[src/rtl/trunc_mul_pkg.sv]
package trunc_mul_pkg;
  typedef enum logic {
    MODE_GENERAL = 1'b0,
    MODE_TOPCONST = 1'b1
  } mul_mode_e;

  localparam int unsigned DEF_CHUNK_W  = 17;
  localparam int unsigned DEF_N_CHUNKS = 3;
  localparam int unsigned DEF_OUT_W    = 53;
endpackage

[src/rtl/tile_mul.sv]
module tile_mul #(
  parameter int unsigned W = 17
) (
  input  logic [W-1:0]   x_i,
  input  logic [W-1:0]   y_i,
  output logic [2*W-1:0] p_o
);
  assign p_o = x_i * y_i;
endmodule

[src/rtl/tile_pp_stage.sv]
module tile_pp_stage
  import trunc_mul_pkg::*;
#(
  parameter int unsigned CHUNK_W  = DEF_CHUNK_W,
  parameter int unsigned N_CHUNKS = DEF_N_CHUNKS,
  localparam int unsigned OP_W    = CHUNK_W * N_CHUNKS,
  localparam int unsigned PROD_W  = 2 * CHUNK_W,
  localparam int unsigned N_TILES = N_CHUNKS * N_CHUNKS
) (
  input  logic                      clk_i,
  input  logic                      rst_ni,
  input  logic                      valid_i,
  input  mul_mode_e                 mode_i,
  input  logic [OP_W-1:0]           a_i,
  input  logic [OP_W-1:0]           b_i,
  output logic                      valid_o,
  output logic [N_TILES*PROD_W-1:0] tiles_o
);
  localparam int unsigned KEEP_MIN = N_CHUNKS - 1;
  localparam int unsigned TOP_IDX  = N_CHUNKS - 1;

  always_ff @(posedge clk_i or negedge rst_ni) begin
    if (!rst_ni) valid_o <= 1'b0;
    else         valid_o <= valid_i;
  end

  for (genvar gi = 0; gi < N_CHUNKS; gi++) begin : g_row
    for (genvar gj = 0; gj < N_CHUNKS; gj++) begin : g_col
      localparam int unsigned IDX = gi * N_CHUNKS + gj;
      if (gi + gj >= KEEP_MIN) begin : g_kept
        logic [PROD_W-1:0] p_d, p_mul, p_q;
        tile_mul #(.W(CHUNK_W)) i_tile (
          .x_i(a_i[gi*CHUNK_W +: CHUNK_W]),
          .y_i(b_i[gj*CHUNK_W +: CHUNK_W]),
          .p_o(p_mul)
        );
        if (gi == TOP_IDX) begin : g_top
          // constant top chunk 2^(W-1): tile collapses to a shift
          assign p_d = (mode_i == MODE_TOPCONST)
                     ? (PROD_W'(b_i[gj*CHUNK_W +: CHUNK_W]) << (CHUNK_W - 1))
                     : p_mul;
        end else begin : g_plain
          assign p_d = p_mul;
        end
        always_ff @(posedge clk_i or negedge rst_ni) begin
          if (!rst_ni)      p_q <= '0;
          else if (valid_i) p_q <= p_d;
        end
        assign tiles_o[IDX*PROD_W +: PROD_W] = p_q;
      end else begin : g_dropped
        assign tiles_o[IDX*PROD_W +: PROD_W] = '0;
      end
    end
  end
endmodule

[src/rtl/tile_sum_stage.sv]
module tile_sum_stage
  import trunc_mul_pkg::*;
#(
  parameter int unsigned CHUNK_W  = DEF_CHUNK_W,
  parameter int unsigned N_CHUNKS = DEF_N_CHUNKS,
  parameter int unsigned OUT_W    = DEF_OUT_W,
  localparam int unsigned OP_W    = CHUNK_W * N_CHUNKS,
  localparam int unsigned FULL_W  = 2 * OP_W,
  localparam int unsigned PROD_W  = 2 * CHUNK_W,
  localparam int unsigned N_TILES = N_CHUNKS * N_CHUNKS
) (
  input  logic                      clk_i,
  input  logic                      rst_ni,
  input  logic                      valid_i,
  input  logic [N_TILES*PROD_W-1:0] tiles_i,
  output logic                      valid_o,
  output logic [OUT_W-1:0]          res_o
);
  logic [FULL_W-1:0] acc;
  logic              unused_lo;

  // dropped tiles arrive as zero, so the full grid is summed
  always_comb begin
    acc = '0;
    for (int i = 0; i < N_CHUNKS; i++) begin
      for (int j = 0; j < N_CHUNKS; j++) begin
        acc = acc + (FULL_W'(tiles_i[(i*N_CHUNKS+j)*PROD_W +: PROD_W])
                     << (CHUNK_W * (i + j)));
      end
    end
  end

  assign unused_lo = ^acc[FULL_W-OUT_W-1:0];

  always_ff @(posedge clk_i or negedge rst_ni) begin
    if (!rst_ni) begin
      valid_o <= 1'b0;
      res_o   <= '0;
    end else begin
      valid_o <= valid_i;
      if (valid_i) res_o <= acc[FULL_W-1 -: OUT_W];
    end
  end
endmodule

[src/rtl/trunc_mul51.sv]
module trunc_mul51
  import trunc_mul_pkg::*;
#(
  parameter int unsigned CHUNK_W  = DEF_CHUNK_W,
  parameter int unsigned N_CHUNKS = DEF_N_CHUNKS,
  parameter int unsigned OUT_W    = DEF_OUT_W,
  localparam int unsigned OP_W    = CHUNK_W * N_CHUNKS
) (
  input  logic             clk_i,
  input  logic             rst_ni,
  input  logic             valid_i,
  input  logic             mode_i,
  input  logic [OP_W-1:0]  a_i,
  input  logic [OP_W-1:0]  b_i,
  output logic             valid_o,
  output logic [OUT_W-1:0] res_o
);
  localparam int unsigned PROD_W  = 2 * CHUNK_W;
  localparam int unsigned N_TILES = N_CHUNKS * N_CHUNKS;

  logic                      pp_valid;
  logic [N_TILES*PROD_W-1:0] pp_tiles;
  mul_mode_e                 mode;

  assign mode = mul_mode_e'(mode_i);

  tile_pp_stage #(.CHUNK_W(CHUNK_W), .N_CHUNKS(N_CHUNKS)) i_pp (
    .clk_i   (clk_i),
    .rst_ni  (rst_ni),
    .valid_i (valid_i),
    .mode_i  (mode),
    .a_i     (a_i),
    .b_i     (b_i),
    .valid_o (pp_valid),
    .tiles_o (pp_tiles)
  );

  tile_sum_stage #(.CHUNK_W(CHUNK_W), .N_CHUNKS(N_CHUNKS), .OUT_W(OUT_W)) i_sum (
    .clk_i   (clk_i),
    .rst_ni  (rst_ni),
    .valid_i (pp_valid),
    .tiles_i (pp_tiles),
    .valid_o (valid_o),
    .res_o   (res_o)
  );
endmodule

[config.mk]
export PLATFORM = sky130hd
export DESIGN_NAME = trunc_mul51
export DESIGN_NICKNAME = d
export VERILOG_FILES = /design/src/rtl/trunc_mul_pkg.sv /design/src/rtl/tile_mul.sv /design/src/rtl/tile_pp_stage.sv /design/src/rtl/tile_sum_stage.sv /design/src/rtl/trunc_mul51.sv
export SDC_FILE = /design/constraint.sdc
export NUM_CORES = 2
export LEC_CHECK = 0
export BUFFER_PORTS_ARGS = -buffer_cell sky130_fd_sc_hd__buf_2
export CAP_MARGIN = 10
export CORE_ASPECT_RATIO = 0.9
export CORE_MARGIN = 5
export CORE_UTILIZATION = 34
export DETAILED_ROUTE_END_ITERATION = 10
export PLACE_DENSITY = 0.49
export SLEW_MARGIN = 20
export SYNTH_ARGS = -nofsm -noshare
export SYNTH_HDL_FRONTEND = slang
export SYNTH_HIERARCHICAL = 1
export SYNTH_SLANG_ARGS = --single-unit
[constraint.sdc]
create_clock -name clk_i -period 7.1 [get_ports clk_i]
set_input_delay 1.42 -clock clk_i [delete_from_list [all_inputs] [get_ports clk_i]]
set_output_delay 1.42 -clock clk_i [all_outputs]
set_load 0.005 [all_outputs]
==> metrics <==
status finished with violations; failing checks setup timing; RSZ-0062 raised after global routing true; FILL cells between 20,000 and 25,000; crit-path max FO 6; Initial Utilization 0.3410; HPWL after DPL 203,900 um; MaxCap Viol Count 0; Clock Root Buffer clkbuf_16; number of global-route vias before repair ~66,000; htree depth 2; max-slew violations 0; DR iter-0 viols approximately 3,200; core box area about 230,000 sq um; layout net count between 10,000 and 15,000; Worst Clk Skew 0.04512 ns; Synth Instances around 8,900; Rel. slew slack 0.3823; gpl congestion just under 0.9; Crit. End Element flip-flop; Final Setup Violations 10; die width 516.1 um; CTS buffer count 36; clock buffer depth 3; Clock Latency Late Sink 0.62 ns; Crit Path Class flip-flop to flip-flop; Req. time, crit path 7.63 ns; Rows 167; DRC violations left 0; Worst Path Arrival 7.74 ns; Hold Vio Cnt, Final 0; initial antenna violation count 15; CTS sink cnt 259; DIE AREA around 240,000 sq um; Worst-path clk slew 0.06 ns; WL per Instance 18.40 um; Port Buffer Count 159; Setup crit start kind flip-flop; # IOs 160; quantity of hold-fixing buffers added after cts 0; first-pass GRT wire length 380,700 um; worst slew pin tran 0.9266 ns; Worst path max stage delay 0.53 ns; fin worst setup slack -0.1150 ns; Post-Layout Inst Area 92,980 sq um; Tmin final about 7.2 ns; Area growth syn-to-layout 18.63%; GR Overflow Total 0; DR vias between 60,000 and 70,000; placed cell area between 90,000 and 100,000 sq um; fmax 0.1386 GHz; syn_area_per_cell 8.814 sq um; Core Util, Final 0.4045; CTS tree done; share of cells above drive strength 1 0.1740; GRT Util Overall 0.2010; worst hold margin 0.5044 ns; Vias/cell 4.747; largest net degree at the start of global routing 139; chip height 465.5 um; DRT antenna net count 0; drt total wl 239,000 um; Tcrit/Tclk final 1.016; cell mode on critical path buf_6; Worst path slowest cell fa_1; drt first pass iters 6; Post-Syn Area 78,370 sq um; synth warn 6; Min-Delay Path Class flip-flop to flip-flop
-- critical path: cells and delay by family, from the launching register on --
family	cells	cell delay [ns]
DFF	1	0.36
buffers and inverters	9	1.16
AOI/OAI and AO/OA	14	2.78
and+or+nand+nor	4	0.58
adders and majority gates	5	2.06
xor gates and xnor gates	1	0.19
-- layout by cell type (no fill, tap or decap), drive strengths merged, types with 29 or more instances in the layout --
cell / count
nor3: 35
nand3: 68
fa: 1445
nand3b: 56
xor2: 76
nand2: 1231
a31oi: 44
a21o: 91
and3: 36
ha: 800
inv: 2059
nand4: 54
xnor2: 178
o21ai: 193
mux2: 138
and2: 757
buf: 1300
o21bai: 29
clkbuf: 52
mux2i: 58
a21oi: 334
nor2: 209
conb: 85
dfrtp: 259
-- final timing paths --
check                           cells after the start  slack, ns                                   end                                  start
min in group asynchronous                           1       0.81                       i_sum/res_o[51]                                 rst_ni
worst min-delay path                                1       0.50  i_pp/g_row[0].g_col[2].g_kept.p_q[1]   i_pp/g_row[0].g_col[2].g_kept.p_q[1]
worst min register to register                      1       0.50  i_pp/g_row[0].g_col[2].g_kept.p_q[1]   i_pp/g_row[0].g_col[2].g_kept.p_q[1]
worst max-delay path                               33      -0.12                       i_sum/res_o[46]  i_pp/g_row[0].g_col[2].g_kept.p_q[14]
max in group asynchronous                           2       4.79  i_pp/g_row[0].g_col[2].g_kept.p_q[1]                                 rst_ni
worst max register to register                     33      -0.12                       i_sum/res_o[46]  i_pp/g_row[0].g_col[2].g_kept.p_q[14]
-- what timing repair did --
item | 4_1_cts | 5_1_grt
resized for setup | 112 | 87
endpoints found under the setup margin | 35 | 65
cloned | 1 | 0
setup buffers | 15 | 7
pin swaps | 92 | 73
hold endpoints to repair | 0 | 0
-- cell type report --
class | instances | area, sq um | area share
Timing Repair Buffer | 1308 | 10460 | 0.1125
Sequential cell | 259 | 6485 | 0.06975
Inverter | 2056 | 7717 | 0.08300
Clock buffer | 44 | 980.9 | 0.01055
Clock inverter | 17 | 173.9 | 0.001871
Antenna cell | 7 | 17.52 | 0.0001884
Tap cell | 3042 | 3806 | 0.04094
Multi-Input combinational cell | 6254 | 63340 | 0.6812
-- metrics by stage --
stage	instances	setup slack [ns]	setup TNS, ns
2_1_floorplan	8976	0.05190	0
3_3_place_gp	12900	-0.9126	-44.30
3_5_place_dp	12900	-0.9061	-47.49
4_1_cts	12980	-0.04799	-0.2604
5_1_grt	12980	-0.3609	-5.139
6_report	12990	-0.1150	-0.6691
-- registers in the layout, indices dropped and copies added (netlist names) --
name / count
i_pp/g_row.g_col.g_kept.p_q: 204
i_pp/valid_o: 1
i_sum/res_o: 53
i_sum/valid_o: 1
-- layer usage --
layer / GRT usage / share of wire
met5: 0.001390 / 0.00028
met4: 0.04454 / 0.024
met3: 0.03463 / 0.054
met2: 0.3272 / 0.46
met1: 0.2800 / 0.46
Power is left out: the tool's default activity adds up to more than one toggle a clock period on the data nets, which glitch-free logic cannot reach.
